File: config.mk
export PLATFORM = sky130hd
export DESIGN_NAME = chip_erase_seq
export DESIGN_NICKNAME = d
export VERILOG_FILES = /design/src/rtl/chip_erase_seq_pkg.sv /design/src/rtl/stb_width_meter.sv /design/src/rtl/wr_classifier.sv /design/src/rtl/mode_tracker.sv /design/src/rtl/chip_erase_seq.sv
export SDC_FILE = /design/constraint.sdc
export NUM_CORES = 1
export LEC_CHECK = 0
export ABC_AREA = 1
export ABC_CLOCK_PERIOD_IN_PS = 2600
export BUFFER_PORTS_ARGS = -buffer_cell sky130_fd_sc_hd__clkbuf_2
export CAP_MARGIN = 20
export CORE_UTILIZATION = 45
export CTS_BUF_LIST = sky130_fd_sc_hd__clkbuf_16
export CTS_CLUSTER_DIAMETER = 100
export CTS_CLUSTER_SIZE = 20
export DETAILED_ROUTE_END_ITERATION = 8
export PLACE_DENSITY = 0.64
export SETUP_SLACK_MARGIN = 0.02
export SLEW_MARGIN = 10
export SYNTH_ARGS = -nofsm -noshare
export SYNTH_HDL_FRONTEND = slang
export SYNTH_SLANG_ARGS = --single-unit
File: constraint.sdc
create_clock -name clk_i -period 2.6 [get_ports clk_i]
set_input_delay 0 -clock clk_i [delete_from_list [all_inputs] [get_ports clk_i]]
set_output_delay 0 -clock clk_i [all_outputs]
set_load 0.01 [all_outputs]
File: src/rtl/chip_erase_seq_pkg.sv
package chip_erase_seq_pkg;

  typedef enum logic [2:0] {
    MODE_READ    = 3'd0,
    MODE_PROG    = 3'd1,
    MODE_ERASE   = 3'd2,
    MODE_EVERIFY = 3'd3,
    MODE_PVERIFY = 3'd4
  } mode_e;

  localparam logic [15:0] UNLOCK1_ADDR = 16'h5555;
  localparam logic [7:0]  UNLOCK1_DATA = 8'hAA;
  localparam logic [15:0] UNLOCK2_ADDR = 16'h2AAA;
  localparam logic [7:0]  UNLOCK2_DATA = 8'h10;

  typedef struct packed {
    logic direct_erase;
    logic step1_hit;
    logic step2_hit;
  } wr_class_t;

endpackage

File: src/rtl/stb_width_meter.sv
module stb_width_meter #(
  parameter int unsigned CNT_W = 8
) (
  input  logic             clk_i,
  input  logic             rst_ni,
  input  logic             stb_i,
  output logic             fall_o,
  output logic [CNT_W-1:0] width_o
);
  logic             stb_q;
  logic [CNT_W-1:0] cnt_q;

  always_ff @(posedge clk_i or negedge rst_ni) begin
    if (!rst_ni) begin
      stb_q <= 1'b0;
      cnt_q <= '0;
    end else begin
      stb_q <= stb_i;
      if (stb_i) begin
        if (!stb_q)        cnt_q <= {{(CNT_W-1){1'b0}}, 1'b1};
        else if (~&cnt_q)  cnt_q <= cnt_q + 1'b1;  // saturate
      end
    end
  end

  assign fall_o  = stb_q & ~stb_i;
  assign width_o = cnt_q;
endmodule

File: src/rtl/wr_classifier.sv
module wr_classifier
  import chip_erase_seq_pkg::*;
#(
  parameter int unsigned CNT_W  = 8,
  parameter int unsigned C1_MIN = 4,
  parameter int unsigned C1_MAX = 6,
  parameter int unsigned C2_MIN = 10,
  parameter int unsigned C2_MAX = 13
) (
  input  logic [15:0]      addr_i,
  input  logic [7:0]       data_i,
  input  logic [CNT_W-1:0] width_i,
  input  logic             hv_a9_i,
  output wr_class_t        class_o
);
  localparam logic [CNT_W-1:0] W1_LO = CNT_W'(C1_MIN);
  localparam logic [CNT_W-1:0] W1_HI = CNT_W'(C1_MAX);
  localparam logic [CNT_W-1:0] W2_LO = CNT_W'(C2_MIN);
  localparam logic [CNT_W-1:0] W2_HI = CNT_W'(C2_MAX);

  logic in_w1, in_w2;

  always_comb begin
    in_w1 = (width_i >= W1_LO) && (width_i <= W1_HI);
    in_w2 = (width_i >= W2_LO) && (width_i <= W2_HI);
    class_o.direct_erase = hv_a9_i & addr_i[10] & ~addr_i[8] & ~addr_i[11];
    class_o.step1_hit    = in_w1 && addr_i == UNLOCK1_ADDR && data_i == UNLOCK1_DATA;
    class_o.step2_hit    = in_w2 && addr_i == UNLOCK2_ADDR && data_i == UNLOCK2_DATA;
  end
endmodule

File: src/rtl/mode_tracker.sv
module mode_tracker
  import chip_erase_seq_pkg::*;
(
  input  logic        clk_i,
  input  logic        rst_ni,
  input  logic        pwr_down_i,
  input  logic        hv_prog_i,
  input  logic        fall_i,
  input  wr_class_t   class_i,
  input  logic [15:0] addr_i,
  input  logic [7:0]  data_i,
  output logic        erase_start_o,
  output logic        prog_start_o,
  output logic [15:0] prog_addr_o,
  output logic [7:0]  prog_data_o,
  output mode_e       mode_o
);
  mode_e mode_q;
  logic  armed_q;

  always_ff @(posedge clk_i or negedge rst_ni) begin
    if (!rst_ni) begin
      mode_q        <= MODE_READ;
      armed_q       <= 1'b0;
      erase_start_o <= 1'b0;
      prog_start_o  <= 1'b0;
      prog_addr_o   <= '0;
      prog_data_o   <= '0;
    end else begin
      erase_start_o <= 1'b0;
      prog_start_o  <= 1'b0;
      if (pwr_down_i) begin
        mode_q  <= MODE_READ;
        armed_q <= 1'b0;
      end else begin
        unique case (mode_q)
          MODE_READ: if (hv_prog_i) mode_q <= MODE_PROG;
          MODE_PROG: begin
            if (prog_start_o) begin
              mode_q <= MODE_PVERIFY;
            end else if (!hv_prog_i) begin
              mode_q  <= MODE_READ;
              armed_q <= 1'b0;
            end else if (fall_i) begin
              if (class_i.direct_erase || (armed_q && class_i.step2_hit)) begin
                mode_q        <= MODE_ERASE;
                erase_start_o <= 1'b1;
                armed_q       <= 1'b0;
              end else if (class_i.step1_hit) begin
                armed_q <= 1'b1;
              end else begin
                prog_start_o <= 1'b1;
                prog_addr_o  <= addr_i;
                prog_data_o  <= data_i;
                armed_q      <= 1'b0;
              end
            end
          end
          MODE_ERASE:   mode_q <= MODE_EVERIFY;
          MODE_EVERIFY: mode_q <= MODE_EVERIFY;
          MODE_PVERIFY: mode_q <= MODE_PVERIFY;
          default:      mode_q <= MODE_READ;
        endcase
      end
    end
  end

  assign mode_o = mode_q;
endmodule

File: src/rtl/chip_erase_seq.sv
module chip_erase_seq
  import chip_erase_seq_pkg::*;
#(
  parameter int unsigned C1_MIN = 475,
  parameter int unsigned C1_MAX = 525,
  parameter int unsigned C2_MIN = 950000,
  parameter int unsigned C2_MAX = 1050000
) (
  input  logic        clk_i,
  input  logic        rst_ni,
  input  logic        pwr_down_i,
  input  logic        hv_prog_i,
  input  logic        hv_a9_i,
  input  logic        wr_stb_i,
  input  logic [15:0] addr_i,
  input  logic [7:0]  data_i,
  output logic        erase_start_o,
  output logic        prog_start_o,
  output logic [15:0] prog_addr_o,
  output logic [7:0]  prog_data_o,
  output logic [2:0]  mode_o
);
  localparam int unsigned WMAX  = (C1_MAX > C2_MAX) ? C1_MAX : C2_MAX;
  localparam int unsigned CNT_W = $clog2(WMAX + 2);  // all-ones stays above every window

  logic             fall;
  logic [CNT_W-1:0] width;
  wr_class_t        wr_class;
  mode_e            mode;

  stb_width_meter #(.CNT_W(CNT_W)) u_meter (
    .clk_i   (clk_i),
    .rst_ni  (rst_ni),
    .stb_i   (wr_stb_i),
    .fall_o  (fall),
    .width_o (width)
  );

  wr_classifier #(
    .CNT_W (CNT_W),
    .C1_MIN(C1_MIN), .C1_MAX(C1_MAX),
    .C2_MIN(C2_MIN), .C2_MAX(C2_MAX)
  ) u_class (
    .addr_i  (addr_i),
    .data_i  (data_i),
    .width_i (width),
    .hv_a9_i (hv_a9_i),
    .class_o (wr_class)
  );

  mode_tracker u_track (
    .clk_i         (clk_i),
    .rst_ni        (rst_ni),
    .pwr_down_i    (pwr_down_i),
    .hv_prog_i     (hv_prog_i),
    .fall_i        (fall),
    .class_i       (wr_class),
    .addr_i        (addr_i),
    .data_i        (data_i),
    .erase_start_o (erase_start_o),
    .prog_start_o  (prog_start_o),
    .prog_addr_o   (prog_addr_o),
    .prog_data_o   (prog_data_o),
    .mode_o        (mode)
  );

  assign mode_o = mode;
endmodule

==> Yosys cells after proc, flatten, opt, wreduce, memory -nomap -nowiden <==
Index checks and enable logic that the tools add are counted.
{ "word_totals": {"register_bits": 52, "in_bits": 30, "elab_cells": 83} }
{ "classes": {"add_sub_neg": 1, "n_lt_le_gt_ge": 4, "n_eq_ne": 14, "mux": 29, "bitwise_logic": 11, "n_reduce_logical": 16} }
{ "op_table": {"columns": ["operator", "count"], "rows": [
  ["21-bit 2-to-1 mux", 2],
  ["21-bit by 1-bit adder with 21-bit output (second input constant)", 1],
  ["21-bit by 20-bit >= comparator with 1-bit output (second input constant)", 1],
  ["21-bit by 9-bit >= comparator with 1-bit output (second input constant)", 1],
  ["21-bit by 10-bit <= comparator with 1-bit output (second input constant)", 1],
  ["21-bit <= comparator (second input constant)", 1],
  ["21-bit AND reduction", 1],
  ["1-bit 2-to-1 mux", 20],
  ["3-bit 2-to-1 mux", 6],
  ["16-bit by 14-bit == test with 1-bit output (second input constant)", 1],
  ["16-bit by 15-bit == test with 1-bit output (second input constant)", 1],
  ["3-bit one-hot mux with 4 select lines", 1],
  ["8-bit by 5-bit == test with 1-bit output (second input constant)", 1],
  ["8-bit == test (second input constant)", 1],
  ["1-bit logical AND", 7],
  ["1-bit NOT", 7],
  ["7-bit AND reduction", 1],
  ["3-bit by 2-bit == test with 1-bit output (second input constant)", 2],
  ["3-bit AND reduction", 2],
  ["5-bit by 3-bit inequality test with 1-bit output (second input constant)", 1],
  ["5-bit by 4-bit inequality test with 1-bit output (second input constant)", 1],
  ["1-bit bitwise AND", 4],
  ["2-bit inequality test (second input constant)", 2],
  ["3-bit by 1-bit == test with 1-bit output (second input constant)", 1],
  ["other kinds (8)", 8]
]} }

==> Depth between registers and ports, before layout <==
Gate-level depths: netlist of the first run.
{ "logic_depth": {"depth_word": 12, "depth_mapped": 15, "ltp_nobuf": 13} }

==> Modules after synthesis <==
From an unflattened synthesis of the first run, not the netlist that was laid out.
{ "hier_totals": {"hier_cells": 499, "hier_area_um2": 3338.2} }
{ "by_module_without_submodules": {"columns": ["mod", "n_inst", "cells_per_inst", "area_each_um2", "seq_area_each_um2"], "rows": [
  ["stb_width_meter", 1, 196, 1417.6, 550.5],
  ["mode_tracker", 1, 158, 1327.5, 750.7],
  ["wr_classifier", 1, 145, 593.1, 0.0]
]} }

==> Worst setup path after synthesis of the first run <==
No wires, ideal clock.
{ "synth_timing": {"path_kind": "register to register", "from": "reg u_meter.cnt_q[0] (netlist: u_meter.width_o[0])", "to": "reg u_meter.cnt_q[6] (netlist: u_meter.width_o[6])", "arrival_ns": 1.764, "required_ns": 2.481, "path_slack_ns": 0.717, "path_stages_with_launch": 14, "n_path_buf": 1, "synth_period_minus_slack_ns": 1.883, "cell_sequence": "dfrtp_1 > ha_1 > inv_1 > nor2_4 > nand2_2 > nor3_2 > nand3_1 > nand2_2 > inv_2 > nor2_8 > inv_2 > buf_6 > nand2_1 > o21ai_2"} }
{ "synth_via": {"elab_chain_cells": 3, "elab_cells_between_ends": 6} }
{ "synth_rtl": {"columns": ["element", "line", "text"], "rows": [
  ["start: declaration", "stb_width_meter.sv:11", "logic [CNT_W-1:0] cnt_q;"],
  ["start signal: assignment", "stb_width_meter.sv:20", "if (!stb_q) cnt_q <= {{(CNT_W-1){1'b0}}, 1'b1};"],
  ["start signal: assignment", "stb_width_meter.sv:21", "else if (~&cnt_q) cnt_q <= cnt_q + 1'b1;"],
  ["21-bit by 1-bit adder with 21-bit output or 21-bit AND reduction (tied branches)", "stb_width_meter.sv:21", null],
  ["21-bit 2-to-1 mux or 2-bit inequality test (tied branches)", null, null],
  ["21-bit 2-to-1 mux or 2-bit AND reduction (tied branches)", null, null]
]} }
Several ways; a longest one is shown, not always the timed one. The select of a mux whose other input is x is not followed.
A chain may end at the register's enable or synchronous reset.

==> Worst setup path in the final report of the first run <==
{ "layout_timing": {"from": "reg u_meter.cnt_q[0] (netlist: u_meter.width_o[0])", "to": "reg u_meter.cnt_q[10] (netlist: u_meter.width_o[10])"} }
Same word-level chain as after synthesis.

==> flow_metrics.py, run 1 <==
metrics = {
    "final_layout": {
        "area_delta_synth_final_pct": 24.4,
        "final_cell_count_no_fill": 640,
        "fillers": 638,
        "fin_nets": 576,
        "post-route-util": 0.587,
        "drive_gt1_frac": 0.169,
        "num_antenna_cells": 0,
    },
    "yosys": {
        "synth_fp_nets": 492,
        "yosys_warnings": 0,
        "synth_edf_count": 0,
        "synth_most_common_cell": "nand2_1",
        "ys_async_sr_fraction": 1.00,
        "synth_top_area_frac": 0.402,
        "synthDistinctLibCells": 33,
        "yosys-top-cells-count": "nand2_1 (137), nor2_1 (64), nand3_1 (57), dfrtp_1 (52), inv_1 (46)",
        "yosys_most_used_dff": "dfrtp_1",
        "synth_area_um2": 3240,
        "ys_seq_area_frac": 0.402,
        "synth-seq-cells": 52,
        "syn_inst": 459,
        "synthTopCellsByArea": "dfrtp_1 (40%), nand2_1 (16%), nand3_1 (8.8%), nor2_1 (7.4%), inv_1 (5.3%)",
        "synth_top_cell_by_area": "dfrtp_1",
        "syn_area_per_cell_um2": 7.06,
    },
    "floorplanning": {
        "die_w_um": 86.8,
        "ios": 59,
        "rows": 30,
        "die_area_um2": 7540,
        "die_h_um": 86.8,
        "start_util": 0.472,
        "core-area_um2": 6870,
    },
    "drt": {
        "wl_per_cell_um": 13.9,
        "vias_per_cell": 5.15,
        "ant_nets": 0,
        "first_pass_iters": 7,
        "vias": 3296,
        "wl_mm": 8.92,
        "first_iter_violations": 253,
        "route.detailed.drc": 0,
    },
    "flow_run": {
        "drv_cap": 0,
    },
    "sta": {
        "finalHoldViolCount": 0,
        "clock.fmax_ghz": 0.444,
        "slew_viol_final": 0,
        "rsz0062_at_grt": "false",
        "whs_ns": 0.0196,
        "worstMarginPinSlew_ns": 0.581,
        "fin_skew_ns": 0.00444,
        "finalSetupTns_ns": 0,
        "slew_headroom": 0.609,
        "setup-violations-final": 0,
        "final.period_utilization": 0.866,
        "setup_ws_ns": 0.347,
        "fin_crit_ns": 2.25,
    },
    "setup_path": {
        "startpoint": "u_meter.width_o[0]",
        "worst_setup_path_start_kind": "register",
        "regToRegStartpoint": "u_meter.width_o[0]",
        "crit_arrival_ns": 2.46,
        "end_kind": "register",
        "critPathMaxFanout": 14,
        "r2r_setup_slack_ns": 0.35,
        "path_class": "reg2reg",
        "required_ns": 2.81,
    },
    "global_route": {
        "gr-total-overflow": 0,
        "track_usage": 0.250,
        "grt_max_degree": 40,
        "grt_pass1_wl_mm": 14.7,
        "grt_pass1_vias": 3128,
        "antenna_found_initial": 0,
    },
    "min_path": {
        "hp-start": "pwr_down_i",
        "hold_class": "in2reg",
    },
    "placement": {
        "io_buffers": 58,
        "dp_cells": 605,
        "gp_congestion": 0.971,
        "dp_slack_ns": 0.410,
        "dpl.hpwl_mm": 6.25,
    },
    "power_and_ir_drop": {
        "p_per_area_nw_per_um2": 613,
        "leakage_uw": 0.00206,
        "vdd_ir_drop_max_v": 0.000359,
    },
    "cts": {
        "cts.path.max_buffers": 2,
        "root_buffer": "clkbuf_16",
        "tritoncts": "done",
        "worstSkewPairLatency_ns": 0.29,
        "cts.htree.levels": 2,
        "tritoncts_num_sinks": 52,
        "numCtsBuffers": 5,
        "clkTransAtPathRegs_ns": 0.07,
    },
    "outcome": {
        "run_status": "complete, no violations",
    },
}
## area by class of cell
cell class              count  area, um^2  area share
multi-input cells         345        1640       0.407
flip-flops and latches     52        1300       0.323
repair buffers             90         616       0.153
inverters                  49         184      0.0456
clock buffers               5         125      0.0310
well taps                  96         120      0.0298
clock inverters             3        42.5      0.0106
## cell usage in the layout, fill, tap and decap left out, types with 2 or more instances in the layout
master,Yosys,routed
nand2_1,137,137
nor2_1,64,64
clkbuf_2,0,58
nand3_1,57,57
dfrtp_1,52,52
inv_1,46,46
dlygate4sd3_1,0,26
o21ai_0,18,18
nand4_1,10,10
nor3_1,9,9
xor2_1,7,7
a21oi_1,6,6
o21ai_2,5,5
clkbuf_16,0,5
buf_4,2,5
o21ai_1,4,4
nand3b_1,4,4
nor3b_1,3,3
nand2_2,3,3
inv_2,3,3
nor2_4,3,3
ha_1,3,3
or2_2,2,2
## cells by family after synthesis
logic type      count (synthesis)  share of synthesized area
compound gates                 36                     0.0645
xor+xnor                        8                     0.0216
fa+ha+maj                       3                     0.0116
buf+inv                        62                     0.0915
flops                          52                      0.402
simple gates                  298                      0.409
## final timing paths
kind / endpoint / depth (start not counted)
max in group asynchronous: u_track.prog_addr_o[0] / 3
worst max register to register: u_meter.width_o[10] / 12
worst max-delay path: u_meter.width_o[10] / 12
worst min-delay path: u_track.mode_o[1] / 4
worst min register to register: u_track.prog_addr_o[1] / 2
min in group asynchronous: u_meter.width_o[13] / 2
## worst max-delay path, cell delays in order (launching register included)
cell and delay, ns:
dfrtp_1 0.49, ha_1 0.30, inv_1 0.14, nor2_4 0.18, nand2_2 0.11, nor3_2 0.14, nand3_1 0.11, nand2_2 0.10
inv_2 0.08, nor2_8 0.18, buf_4 0.20, nand2_1 0.06, o21ai_0 0.08
## state kept, by name (all words and copies together), names as in the netlist
| signal | cells |
|---|---|
| u_meter.width_o | 21 |
| u_track.prog_data_o | 8 |
| u_track.prog_start_o | 1 |
| u_track.mode_o | 3 |
| u_track.erase_start_o | 1 |
| u_meter.stb_q | 1 |
| u_track.armed_q | 1 |
| u_track.prog_addr_o | 16 |
## per-layer routing
| metal | GRT usage | vias up | share of wire |
|---|---|---|---|
| met4 | 0.106 | 0 | 0.030 |
| met2 | 0.381 | 149 | 0.44 |
| met1 | 0.351 | 1487 | 0.46 |
| met5 | 0 | - | 0 |
| li1 | - | 1633 | - |
| met3 | 0.0429 | 27 | 0.070 |
## stage by stage
| stage | power (uW) | area [um^2] |
|---|---|---|
| after floorplan | 1420 | 3240 |
| after global placement | 1680 | 3570 |
| after detailed placement | 1690 | 3570 |
| after CTS | 2480 | 4000 |
| after global routing | 2600 | 4030 |
| final | 2470 | 4030 |
## power by group
part,switching (uW),internal [uW]
Combinational,356,260
Clock,302,453
Sequential,113,987
## timing repair
action                                 CTS  global route
buffers inserted                         0             0
hold buffers                            26             0
endpoints found under the hold margin   63             0
gates resized for setup                  0             0
Note: power is estimated with default switching activity, not from simulation.
==> inputs of run 2 (changes only) <==
Settings changed: ABC_AREA 1 to unset, PLACE_DENSITY 0.64 to 0.65.
==> flow_metrics.py, run 2 <==
metrics = {
    "cts": {
        "tritoncts_num_sinks": 52,
        "cts.path.max_buffers": 2,
        "cts_resized": 0,
        "numCtsBuffers": 5,
        "tritoncts": "done",
        "clkTransAtPathRegs_ns": 0.07,
        "worstSkewPairLatency_ns": 0.28,
        "root_buffer": "clkbuf_16",
        "cts.htree.levels": 2,
    },
    "sta": {
        "rsz0062_at_grt": "false",
        "fin_crit_ns": 2.46,
        "slew_viol_final": 0,
        "setup_ws_ns": 0.141,
        "final.period_utilization": 0.946,
        "slew_headroom": 0.566,
        "finalSetupTns_ns": 0,
        "clock.fmax_ghz": 0.407,
        "setup-violations-final": 0,
        "finalHoldViolCount": 0,
        "whs_ns": 0.00161,
        "worstMarginPinSlew_ns": 0.652,
        "fin_skew_ns": 0.00370,
    },
    "final_layout": {
        "regArea_um2": 1300,
        "largest_register_ffs": 21,
        "fillers": 488,
        "num_antenna_cells": 0,
        "fin_nets": 375,
        "area_delta_synth_final_pct": 29.0,
        "layout_common_cells": "clkbuf_2 (58), dfrtp_1 (52), nor2_1 (23), mux2_4 (19), dlygate4sd3_1 (19)",
        "multiInputGateArea_um2": 1340,
        "layout_commonest_cell": "clkbuf_2",
        "drive_gt1_frac": 0.329,
        "post-route-util": 0.599,
    },
    "setup_path": {
        "worst_setup_path_start_kind": "register",
        "end_kind": "register",
        "startpoint": "u_meter.width_o[18]",
        "r2r_setup_slack_ns": 0.14,
        "crit_arrival_ns": 2.63,
        "endpoint": "u_track.prog_addr_o[7]",
        "path_class": "reg2reg",
        "required_ns": 2.77,
        "regToRegStartpoint": "u_meter.width_o[18]",
        "critPathMaxFanout": 11,
        "rr_endpoint": "u_track.prog_addr_o[7]",
        "r2r_cells": 7,
    },
    "yosys": {
        "synth_most_common_cell": "dfrtp_1",
        "synthTopCellsByArea": "dfrtp_1 (47%), mux2_4 (10%), nor2_1 (3.1%), xor2_1 (2.9%), nand3_1 (2.7%)",
        "synth_area_um2": 2750,
        "ys_async_sr_fraction": 1.00,
        "yosys_warnings": 0,
        "synth_edf_count": 0,
        "syn_inst": 252,
        "synth_fp_nets": 285,
        "yosys_most_used_dff": "dfrtp_1",
        "synthDistinctLibCells": 43,
        "ys_seq_area_frac": 0.473,
        "yosys-top-cells-count": "dfrtp_1 (52), nor2_1 (23), mux2_4 (19), nand3_1 (15), nand2_1 (14)",
        "synth_top_area_frac": 0.473,
        "synth-seq-cells": 52,
        "syn_area_per_cell_um2": 10.9,
        "synth_top_cell_by_area": "dfrtp_1",
    },
    "placement": {
        "dpl.hpwl_mm": 4.86,
        "gp_congestion": 0.805,
        "io_buffers": 58,
        "dp_slack_ns": 0.156,
    },
    "floorplanning": {
        "rows": 28,
        "die_w_um": 80.2,
        "die_h_um": 80.2,
        "die_area_um2": 6430,
        "start_util": 0.464,
        "core-area_um2": 5920,
        "ios": 59,
    },
    "global_route": {
        "track_usage": 0.209,
        "grt_pass1_vias": 2219,
        "grt_max_degree": 26,
        "gr-total-overflow": 0,
        "antenna_found_initial": 0,
        "grt_pass1_wl_mm": 10.5,
    },
    "drt": {
        "vias": 2263,
        "ant_nets": 0,
        "first_iter_violations": 52,
        "vias_per_cell": 5.41,
        "first_pass_iters": 4,
        "wl_mm": 6.53,
        "wl_per_cell_um": 15.6,
        "route.detailed.drc": 0,
    },
    "power_and_ir_drop": {
        "p_per_area_nw_per_um2": 595,
        "leakage_uw": 0.00171,
        "vdd_ir_drop_max_v": 0.000367,
    },
    "flow_run": {
        "drv_cap": 0,
    },
    "min_path": {
        "hold_class": "in2reg",
        "hp-start": "addr_i[4]",
    },
    "outcome": {
        "run_status": "complete, no violations",
    },
}
-- run 2: changes by cell type in the layout (fill, tap and decap cells not counted), sizes merged, moves of 4 or more --
cell	change
and4b	+4
buf	+12
dlygate4sd3	-7
inv	-44
mux2	+25
nand2	-127
nand3	-41
nor2	-46
nor4	+4
nor4bb	+6
o21ai	-15
or3	+5
xnor2	+4
-- run 2: final cells by class --
cell class                 instances  area share
multi-input combinational        183       0.378
sequential                        52       0.367
timing repair buffer              95       0.177
clock buffer                       5      0.0353
tap                               75      0.0265
clock inverter                     3      0.0106
inverter                           5     0.00529
-- run 2: cell families after synthesis --
| logic type | count (synthesis) | synth area share |
|---|---|---|
| simple gates | 112 | 0.236 |
| flops | 52 | 0.473 |
| compound gates | 29 | 0.0660 |
| mux | 25 | 0.128 |
| buf+inv | 17 | 0.0387 |
| xor+xnor | 14 | 0.0446 |
| fa+ha+maj | 3 | 0.0137 |
-- run 2: critical path: stages (launching register included) --
cell,delay [ns]
dfrtp_1,0.42
nor4_1,0.41
nand4_1,0.14
a2111oi_0,0.44
a21oi_1,0.24
nand3_4,0.20
buf_4,0.19
mux2_4,0.30
-- run 2: through the flow --
stage | total power, uW | area (um^2) | cells
3_5_place_dp | 1380 | 3160 | 386
6_report | 2110 | 3550 | 418
4_1_cts | 2130 | 3510 | 413
2_1_floorplan | 1200 | 2750 | 252
3_3_place_gp | 1360 | 3160 | 386
5_1_grt | 2210 | 3550 | 418
-- run 2: report_power, final --
part	internal (uW)	total [uW]	switching, uW	leakage [uW]
Sequential	908	986	78.9	0.000694
Clock	447	720	272	0.0000789
Combinational	227	405	179	0.000941
-- run 2: metal layers --
layer  share of wire  global-route usage
met1            0.46               0.265
met2            0.50               0.373
met3           0.034              0.0307
met4          0.0070              0.0500
met5               0                   0
-- run 2: worst min-delay path by stage --
stage                                    to  cells past startpoint
detailed placement  u_track.prog_addr_o[15]                      1
floorplan                     u_meter.stb_q                      0
global route         u_track.prog_addr_o[4]                      2
finish               u_track.prog_addr_o[4]                      2
global placement    u_track.prog_addr_o[15]                      1
CTS                  u_track.prog_addr_o[0]                      2
-- run 2: timing repair --
item,in CTS,in global routing
endpoints found under the setup margin,0,3
endpoints found under the hold margin,41,0
buffers inserted,0,5
hold buffers,19,0
